--- src/rtl/dbpwm_pkg.sv ---
package dbpwm_pkg;

   // Per-channel control bits after the shared control word is decoded
   typedef struct packed {
      logic run;
      logic load;
      logic invert;
      logic repeat_en;
   } chan_ctl_t;

   // Channel whose repeat bit is irregular and which has no inverter
   localparam int ODD_CH = 4;

   // Bit position of the channel's run bit: slot 1 is skipped after channel 0
   function automatic int nib_base(input int k);
      return (k == 0) ? 0 : 4 * (k + 1);
   endfunction

   function automatic int repeat_pos(input int k);
      return (k == ODD_CH) ? nib_base(k) + 2 : nib_base(k) + 3;
   endfunction

   function automatic bit has_invert(input int k);
      return k != ODD_CH;
   endfunction

   // Mask of all control word bits that channels 0..n-1 use
   function automatic logic [31:0] used_mask(input int n);
      logic [31:0] m;
      m = '0;
      for (int k = 0; k < n; k++) begin
         m[nib_base(k)]     = 1'b1;
         m[nib_base(k) + 1] = 1'b1;
         m[repeat_pos(k)]   = 1'b1;
         if (has_invert(k)) m[nib_base(k) + 2] = 1'b1;
      end
      return m;
   endfunction

endpackage

--- src/rtl/dbpwm_ctl_decode.sv ---
module dbpwm_ctl_decode
   import dbpwm_pkg::*;
#(
   parameter int NUM_CH = 5
) (
   input  logic [31:0]                  ctl_word,
   output chan_ctl_t [NUM_CH-1:0]       ctl_o
);

   localparam logic [31:0] USED = used_mask(NUM_CH);

   // Bits no channel decodes are folded away on purpose
   logic unused_ctl_bits;
   assign unused_ctl_bits = ^(ctl_word & ~USED);

   for (genvar k = 0; k < NUM_CH; k++) begin : g_ch
      localparam int B  = nib_base(k);
      localparam int RP = repeat_pos(k);
      assign ctl_o[k].run       = ctl_word[B];
      assign ctl_o[k].load      = ctl_word[B + 1];
      assign ctl_o[k].repeat_en = ctl_word[RP];
      if (has_invert(k)) begin : g_inv
         assign ctl_o[k].invert = ctl_word[B + 2];
      end else begin : g_noinv
         assign ctl_o[k].invert = 1'b0;
      end
   end

endmodule

--- src/rtl/dbpwm_regs.sv ---
module dbpwm_regs #(
   parameter int NUM_CH = 5,
   parameter int CNT_W  = 16,
   parameter int ADDR_W = 4
) (
   input  logic                             clk,
   input  logic                             rst_n,
   input  logic                             wr_en,
   input  logic [ADDR_W-1:0]                wr_addr,
   input  logic [31:0]                      wr_data,
   output logic [31:0]                      ctl_word,
   output logic [NUM_CH-1:0][CNT_W-1:0]     per_buf,
   output logic [NUM_CH-1:0][CNT_W-1:0]     thr_buf
);

   logic [CNT_W-1:0] wdat;
   assign wdat = wr_data[CNT_W-1:0];

   always_ff @(posedge clk or negedge rst_n) begin
      if (!rst_n) begin
         ctl_word <= '0;
         per_buf  <= '0;
         thr_buf  <= '0;
      end else if (wr_en) begin
         if (wr_addr == '0) ctl_word <= wr_data;
         for (int k = 0; k < NUM_CH; k++) begin
            if (wr_addr == ADDR_W'(2 * k + 1)) per_buf[k] <= wdat;
            if (wr_addr == ADDR_W'(2 * k + 2)) thr_buf[k] <= wdat;
         end
      end
   end

endmodule

--- src/rtl/dbpwm_chan.sv ---
module dbpwm_chan
   import dbpwm_pkg::*;
#(
   parameter int CNT_W = 16
) (
   input  logic             clk,
   input  logic             rst_n,
   input  logic             tick,
   input  chan_ctl_t        ctl,
   input  logic [CNT_W-1:0] per_buf,
   input  logic [CNT_W-1:0] thr_buf,
   output logic             pwm_o,
   output logic             irq_o,
   output logic [CNT_W-1:0] cnt_o,
   output logic             live_o
);

   logic [CNT_W-1:0] cnt_q, thr_q;
   logic             live_q, irq_q;
   logic             expire, full_duty, active;

   assign expire = ctl.run && !ctl.load && live_q && tick && (cnt_q == '0);

   always_ff @(posedge clk or negedge rst_n) begin
      if (!rst_n) begin
         cnt_q  <= '0;
         thr_q  <= '0;
         live_q <= 1'b0;
         irq_q  <= 1'b0;
      end else begin
         irq_q <= expire;
         if (ctl.load) begin
            cnt_q  <= per_buf;
            thr_q  <= thr_buf;
            live_q <= (per_buf != '0);
         end else if (ctl.run && live_q && tick) begin
            if (cnt_q == '0) begin
               if (ctl.repeat_en) begin
                  cnt_q  <= per_buf;
                  thr_q  <= thr_buf;
                  live_q <= (per_buf != '0);
               end else begin
                  live_q <= 1'b0;
               end
            end else begin
               cnt_q <= cnt_q - 1'b1;
            end
         end
      end
   end

   assign full_duty = &thr_q;
   assign active    = ctl.run && live_q && !ctl.load && (full_duty || (cnt_q > thr_q));
   assign pwm_o     = active ^ ctl.invert;
   assign irq_o     = irq_q;
   assign cnt_o     = cnt_q;
   assign live_o    = live_q;

endmodule

--- src/rtl/dbpwm_timer.sv ---
module dbpwm_timer
   import dbpwm_pkg::*;
#(
   parameter  int CNT_W  = 16,
   parameter  int NUM_CH = 5,
   localparam int ADDR_W = $clog2(2 * NUM_CH + 1)
) (
   input  logic              clk,
   input  logic              rst_n,
   input  logic              tick,
   input  logic              wr_en,
   input  logic [ADDR_W-1:0] wr_addr,
   input  logic [31:0]       wr_data,
   output logic [NUM_CH-1:0] pwm_out,
   output logic [NUM_CH-1:0] irq
);

   if (!(CNT_W == 16 || CNT_W == 32)) begin : g_bad_width
      $error("dbpwm_timer: CNT_W must be 16 or 32");
   end
   if (NUM_CH < 1 || NUM_CH > 5) begin : g_bad_count
      $error("dbpwm_timer: NUM_CH must be 1 to 5");
   end

   logic [31:0]                  ctl_word;
   logic [NUM_CH-1:0][CNT_W-1:0] per_buf_w, thr_buf_w, act_cnt_w;
   chan_ctl_t [NUM_CH-1:0]       ctl;
   logic [NUM_CH-1:0]            load_vec, live_vec;

   dbpwm_regs #(.NUM_CH(NUM_CH), .CNT_W(CNT_W), .ADDR_W(ADDR_W)) regs_i (
      .clk      (clk),
      .rst_n    (rst_n),
      .wr_en    (wr_en),
      .wr_addr  (wr_addr),
      .wr_data  (wr_data),
      .ctl_word (ctl_word),
      .per_buf  (per_buf_w),
      .thr_buf  (thr_buf_w)
   );

   dbpwm_ctl_decode #(.NUM_CH(NUM_CH)) dec_i (
      .ctl_word (ctl_word),
      .ctl_o    (ctl)
   );

   for (genvar k = 0; k < NUM_CH; k++) begin : g_chan
      assign load_vec[k] = ctl[k].load;
      dbpwm_chan #(.CNT_W(CNT_W)) chan_i (
         .clk     (clk),
         .rst_n   (rst_n),
         .tick    (tick),
         .ctl     (ctl[k]),
         .per_buf (per_buf_w[k]),
         .thr_buf (thr_buf_w[k]),
         .pwm_o   (pwm_out[k]),
         .irq_o   (irq[k]),
         .cnt_o   (act_cnt_w[k]),
         .live_o  (live_vec[k])
      );
   end

endmodule

--- config.mk ---
export PLATFORM = sky130hd
export DESIGN_NAME = dbpwm_timer
export DESIGN_NICKNAME = d
export VERILOG_FILES = /design/src/rtl/dbpwm_pkg.sv /design/src/rtl/dbpwm_ctl_decode.sv /design/src/rtl/dbpwm_regs.sv /design/src/rtl/dbpwm_chan.sv /design/src/rtl/dbpwm_timer.sv
export SDC_FILE = /design/constraint.sdc
export NUM_CORES = 1
export LEC_CHECK = 0
export ABC_AREA = 1
export BUFFER_PORTS_ARGS = -buffer_cell sky130_fd_sc_hd__buf_2
export CORE_MARGIN = 2
export CORE_UTILIZATION = 55
export CTS_CLUSTER_SIZE = 24
export DETAILED_ROUTE_END_ITERATION = 8
export GPL_TIMING_DRIVEN = 0
export PLACE_DENSITY = 0.79
export SLEW_MARGIN = 0
export SYNTH_ARGS = -nofsm -noshare
export SYNTH_HDL_FRONTEND = slang
export SYNTH_SLANG_ARGS = --single-unit
--- constraint.sdc ---
create_clock -name clk -period 3 [get_ports clk]
set_clock_uncertainty 0.15 [all_clocks]
set_input_delay 0.15 -clock clk [delete_from_list [all_inputs] [get_ports clk]]
set_output_delay 0.15 -clock clk [all_outputs]
set_load 0.02 [all_outputs]
==> results.md, run 1 <==
* Critical Path AT at 2.52 ns
* Switching Fraction at 39.3%
* Reg power frac at 38.1%
* Post-Syn Instances at 2234
* Switching power at 0.00792 W
* Worst Path Buf+Inv at 2
* Slew Viols, Final at 0
* Final Wtd Congestion at 0.965
* Top cells by area, synth: dfrtp_1, nand2_1, o21ai_0, ha_1, inv_1
* Synth unique cells at 40
* Critical path peak fanout at 4
* Core ar. at 32500 um2
* DR iter-0 viols at 1567
* CP most frequent cell: nand2_1
* Clock Latency Late Sink at 0.56 ns
* Placed instance area at 18900 um2
* Fraction of registers with async set/reset at 100%
* Row count at 66
* Drt wl/cell at 17.5 um
* Clock power frac at 26.9%
* Worst-margin pin slew at 1.35 ns
* Initial antenna violation count at 3
* Area occupied by multi-input gates at 8020 um2
* Gr usage total at 29.6%
* Vias in the first global route at 15500
* Post-route design area at 20700 um2
* Critical-path top delay cell: dfrtp_1
* Cell Count, Final, Fillers Out at 2822
* WS Path Type: flip-flop to output port
* First-pass GRT wire length at 79400 um
* Max-Cap Viols at 0
* P_leak at 10.3 nW
* Tmin final at 2.82 ns
* Htree depth at 2
* Slew headroom at 10.3%
* Worst Hold Class: primary input to flip-flop
* Crit share post-route at 94.1%
* Combinational share of power at 35.0%
* Post-DP HPWL at 34000 um
* Hold Fails Final Rpt at 0
* Delay-heaviest family, CP: simple AND/OR/NAND/NOR gates
* CTS Sinks at 349
* Die Area at 34400 um2
* Vias per cell at 5.65
* Status: completed
* Worst VDD drop at 626 uV
* EDFF count, synth at 0
* I/O Buffers at 40
* Final #Nets at 2479
* Largest net degree at the start of global routing at 119
* First drt pass iteration count at 8
* Worst endpoint required time at 2.70 ns
* Synthesized net count at 2364
* FMAX at 354 MHz
* Top cells by count, synth: nand2_1, dfrtp_1, o21ai_0
* Average size of a mapped cell at 8.10 um2
* Fraction of layout cells with a size suffix above 1 at 8.37%
* Die Ht at 185 um
* PwrDens at 972 nW/um2
* Reg area at 8730 um2
* Startpoint Class: flip-flop
* # fillers at 2682
* Antenna viol nets, final at 0
* Register area share after synthesis at 48.3%
* IO Pins at 50
* Final wirelength at 49300 um
* Total gr overflow at 0
* Area leader, netlist: dfrtp_1
* Routed via count at 15900
* Int Pwr at 0.0122 W
* Bufs on Longest Clock Path at 3
* DRC viols at 0
* Crit path capture type: output port
* Area Growth Syn to Fin at 14.7%
* Count leader, synth: nand2_1
* Synth warn at 0
* RSZ-0062 raised after global routing: no
* Die Wd at 185 um
* Syn Std Cell Area at 18100 um2
* Top-area cell type share of the netlist area at 48.3%
* Hold Slack at 0.103 ns
* Final setup viols at 0
* Peak per-stage delay on the critical path at 0.43 ns
* Top FF cell, synth: dfrtp_1
* Flops & latches, synth at 349
* CP Cell Sequence: ha_1 -> a21oi_1 -> o21ai_0 -> a21oi_1 -> nand2_1 -> nand2_1 -> nand2_1 -> nand2_1 -> nand2_1 -> nand2_1 -> buf_4 -> buf_2
* Root Driver: clkbuf_16
* Clock-pin transition on the worst setup and hold timing paths at 0.07 ns
* Starting Density at 55.7%
* CTS buffer count at 38
* Post-placement cell count at 2719
* TritonCTS clock tree: yes
-- cell type report --
type	instances	area share, %
flip-flops and latches	349	42.1
multi-input cells	1555	38.7
clock buffers	44	4.99
inverters	231	4.18
repair buffers	75	3.04
well taps	442	2.67
plain buffers	99	2.29
clock inverters	24	2.02
diodes	3	0.0362
-- power groups by stage --
stage / logic (W) / registers, W / clock network, W
finish: 0.00705 / 0.00769 / 0.00542
detailed placement: 0.00685 / 0.00772 / 0
floorplan: 0.00527 / 0.00727 / 0
global placement: 0.00645 / 0.00766 / 0
global route: 0.00810 / 0.00788 / 0.00566
CTS: 0.00697 / 0.00766 / 0.00545
-- tightest hold or removal path, delay by kind of cell --
kind                   cells  cell delay (ns)
AOI/OAI and AO/OA          1             0.25
buffers and inverters      2             0.36
-- stage by stage --
stage               setup WS, ns  total power (W)  util [%]  setup TNS [ns]
floorplan                   1.05           0.0125         -               0
detailed placement         0.639           0.0146      58.3               0
finish                     0.178           0.0202      63.9               0
global placement           -4.95           0.0141      58.1        -1716.92
global route              0.0687           0.0216      63.9               0
CTS                        0.204           0.0201      63.9               0
-- metal layers --
layer,up-vias,part of all wire (%),GRT usage [%]
li1,7526,-,-
met1,7634,41,38.5
met2,637,47,48.6
met3,144,7.9,5.01
met4,0,4.6,13.5
met5,-,0,0
-- placed cells by master (no fill, tap or decap), drive strengths merged, types with 31 or more instances in the layout --
cell,instances
a21oi,119
buf,78
clkbuf,109
dfrtp,349
dlygate4sd3,31
ha,90
inv,233
nand2,560
nand3,75
nor2,237
nor4,39
o21ai,291
xor2,33
-- what timing repair did --
item	4_1_cts	5_1_grt
setup endpoints to repair	0	1
buffers inserted	0	0
gates resized for setup	0	1
endpoints found under the hold margin	159	0
hold buffers	32	0
-- state kept, by name, summed over array words and instances (netlist names) --
signal,flops
regs_i.per_buf,80
g_chan.chan_i.irq_o,5
g_chan.chan_i.thr_q,80
g_chan.chan_i.cnt_o,80
g_chan.chan_i.live_o,5
regs_i.thr_buf,80
regs_i.ctl_word,19
-- path summary, 6_finish.rpt --
path                                             from                        end  slack (ns)  cells after the start
min in group asynchronous                       rst_n         regs_i.thr_buf[41]        0.53                      4
max in group asynchronous                       rst_n         regs_i.thr_buf[12]        0.69                      6
hold / removal                             wr_data[4]         regs_i.per_buf[52]        0.10                      3
hold reg to reg                    regs_i.thr_buf[22]         regs_i.thr_buf[22]        0.34                      2
setup / recovery           g_chan[0].chan_i.cnt_o[15]                 pwm_out[0]        0.18                     12
setup reg to reg            g_chan[4].chan_i.cnt_o[6]  g_chan[4].chan_i.thr_q[6]        0.66                      9
-- cells by family (layout without fill, tap and decap cells) --
kind of cell,count (synthesis),after routing,synth area share (%)
DFF,349,349,48.3
and+or+nand+nor,974,974,22.7
xor gates and xnor gates,41,41,1.99
adders and majority gates,90,90,6.23
other,0,3,0
AOI/OAI and AO/OA,446,446,13.2
muxes,4,4,0.249
buffers and inverters,330,473,7.42
No activity file was read; power rests on OpenSTA's default activity.
==> inputs of run 2 (changes only) <==
- PLACE_DENSITY: 0.79 -> 0.78
- SYNTH_HIERARCHICAL: not set -> 1
==> run 2 against run 1 <==
  * Total power is 1.1% higher
  * Sequential cell count unchanged
  * Largest cell class is now multi-input gates
  * Combinational power is 10% higher
  * First-iteration DRC count is 9.7% lower
==> results.md, run 2 <==
* Most frequent cells in the layout: nand2_1, dfrtp_1, inv_1, nor2_1, a21oi_1
* Area Growth Syn to Fin at 13.6%
* Row count at 69
* Clock Latency Late Sink at 0.55 ns
* Core ar. at 35700 um2
* TritonCTS clock tree: yes
* Worst-margin pin slew at 1.32 ns
* Hold Fails Final Rpt at 0
* I/O Buffers at 37
* Worst VDD drop at 570 uV
* Most common cell after layout, fill and taps aside: nand2_1
* Final setup viols at 0
* Antenna viol nets, final at 0
* IO Pins at 50
* Final Wtd Congestion at 0.951
* Fraction of layout cells with a size suffix above 1 at 12.6%
* Synthesized net count at 2661
* TNS Setup at 0 ns
* Max-Cap Viols at 0
* Vias in the first global route at 17200
* First-pass GRT wire length at 88700 um
* Vias per cell at 5.56
* Reg2Reg Setup Slack at 0.78 ns
* Die Area at 37900 um2
* Clock-pin transition on the worst setup and hold timing paths at 0.06 ns
* P_leak at 11.7 nW
* Bufs on Longest Clock Path at 3
* Routed via count at 17500
* Syn Std Cell Area at 20000 um2
* CTS buffer count at 39
* Starting Density at 56.0%
* WS Path Type: flip-flop to output port
* Slew headroom at 11.7%
* Startpoint Class: flip-flop
* PwrDens at 898 nW/um2
* Setup WS post-layout at 0.284 ns
* First drt pass iteration count at 6
* Synth warn at 6
* Reg2reg path depth at 10
* Pre-CTS setup slack at 0.793 ns
* Worst R2R End: g_chan[4].chan_i/cnt_o[14]
* Worst endpoint required time at 2.70 ns
* Post-Syn Instances at 2531
* Die Ht at 195 um
* Htree depth at 2
* Slew Viols, Final at 0
* Critical Path AT at 2.42 ns
* Die Wd at 195 um
* RSZ-0062 raised after global routing: no
* Post-DP HPWL at 37400 um
* Average size of a mapped cell at 7.89 um2
* FMAX at 368 MHz
* Largest net degree at the start of global routing at 98
* Crit share post-route at 90.5%
* CTS Sinks at 349
* Crit path capture type: output port
* Final #Nets at 2795
* Gr usage total at 29.2%
* Critical path peak fanout at 5
* DR iter-0 viols at 1415
* Root Driver: clkbuf_16
* Initial antenna violation count at 0
* Final wirelength at 54200 um
* Reg-to-Reg Start: g_chan[4].chan_i/cnt_o[0]
* Tmin final at 2.72 ns
* Status: completed
* Total gr overflow at 0
* Diode count at 0
* Drt wl/cell at 17.2 um
* DRC viols at 0
* Worst Hold Class: primary input to async pin
[run 2: critical path, stage by stage, from the launching register on]
cell     delay [ns]
dfrtp_1        0.48
ha_1           0.37
a21oi_1        0.17
nor2_1         0.06
nor2_1         0.10
nand2_1        0.07
nand2_1        0.05
nand2_1        0.05
nand2_1        0.05
nand2_1        0.09
nand2_1        0.07
nand2_1        0.05
nand2_1        0.09
buf_2          0.17
[run 2: stage by stage]
stage               area (um2)  hold slack (ns)  instances  util, %  power (W)
CTS                      22700           0.0254       3153     63.6     0.0203
global route             22700           0.0608       3153     63.7     0.0219
global placement         20700            0.262       3029     58.2     0.0147
detailed placement       20800           0.0162       3032     58.4     0.0152
finish                   22700          0.00856       3153     63.7     0.0204
floorplan                20000           -0.296       2531        -     0.0131
[run 2: timing repair]
action / in CTS / in global routing
hold buffers: 53 / 0
setup buffers: 0 / 0
endpoints found under the hold margin: 254 / 0
resized for setup: 0 / 1
setup endpoints to repair: 0 / 1
[run 2: worst max-delay path by stage]
stage,to,startpoint,slack (ns),cells after the start
6_report,pwm_out[1],g_chan[1].chan_i/cnt_o[5],0.28,13
5_1_grt,pwm_out[3],g_chan[3].chan_i/cnt_o[3],0.1,15
4_1_cts,pwm_out[3],g_chan[3].chan_i/cnt_o[10],0.25,10
3_5_place_dp,g_chan[4].chan_i/cnt_o[14],g_chan[4].chan_i/cnt_o[0],0.79,10
3_3_place_gp,regs_i/per_buf[42],rst_n,-5.05,1
2_1_floorplan,g_chan[1].chan_i/cnt_o[6],g_chan[1].chan_i/cnt_o[0],1.18,10
[run 2: where the power goes]
| part | switching, W | internal, W | leakage [nW] |
|---|---|---|---|
| registers | 0.00136 | 0.00627 | 4.21 |
| clock network | 0.00198 | 0.00299 | 0.643 |
| logic | 0.00485 | 0.00293 | 6.85 |
[run 2: cell type report]
type,count,area (um2)
Buffer,128,754
Clock buffer,52,1130
Clock inverter,16,201
Fill cell,2945,13000
Inverter,302,1140
Multi-Input combinational cell,1752,9360
Sequential cell,349,8730
Tap cell,461,577
Timing Repair Buffer,93,808
[run 2: layer usage]
| metal | global-route usage, % | share of wire, % | up-vias |
|---|---|---|---|
| li1 | - | - | 8349 |
| met1 | 39.9 | 43 | 8363 |
| met2 | 46.6 | 46 | 660 |
| met3 | 4.49 | 7.5 | 144 |
| met4 | 12.3 | 4.1 | 0 |
| met5 | 0 | 0 | - |
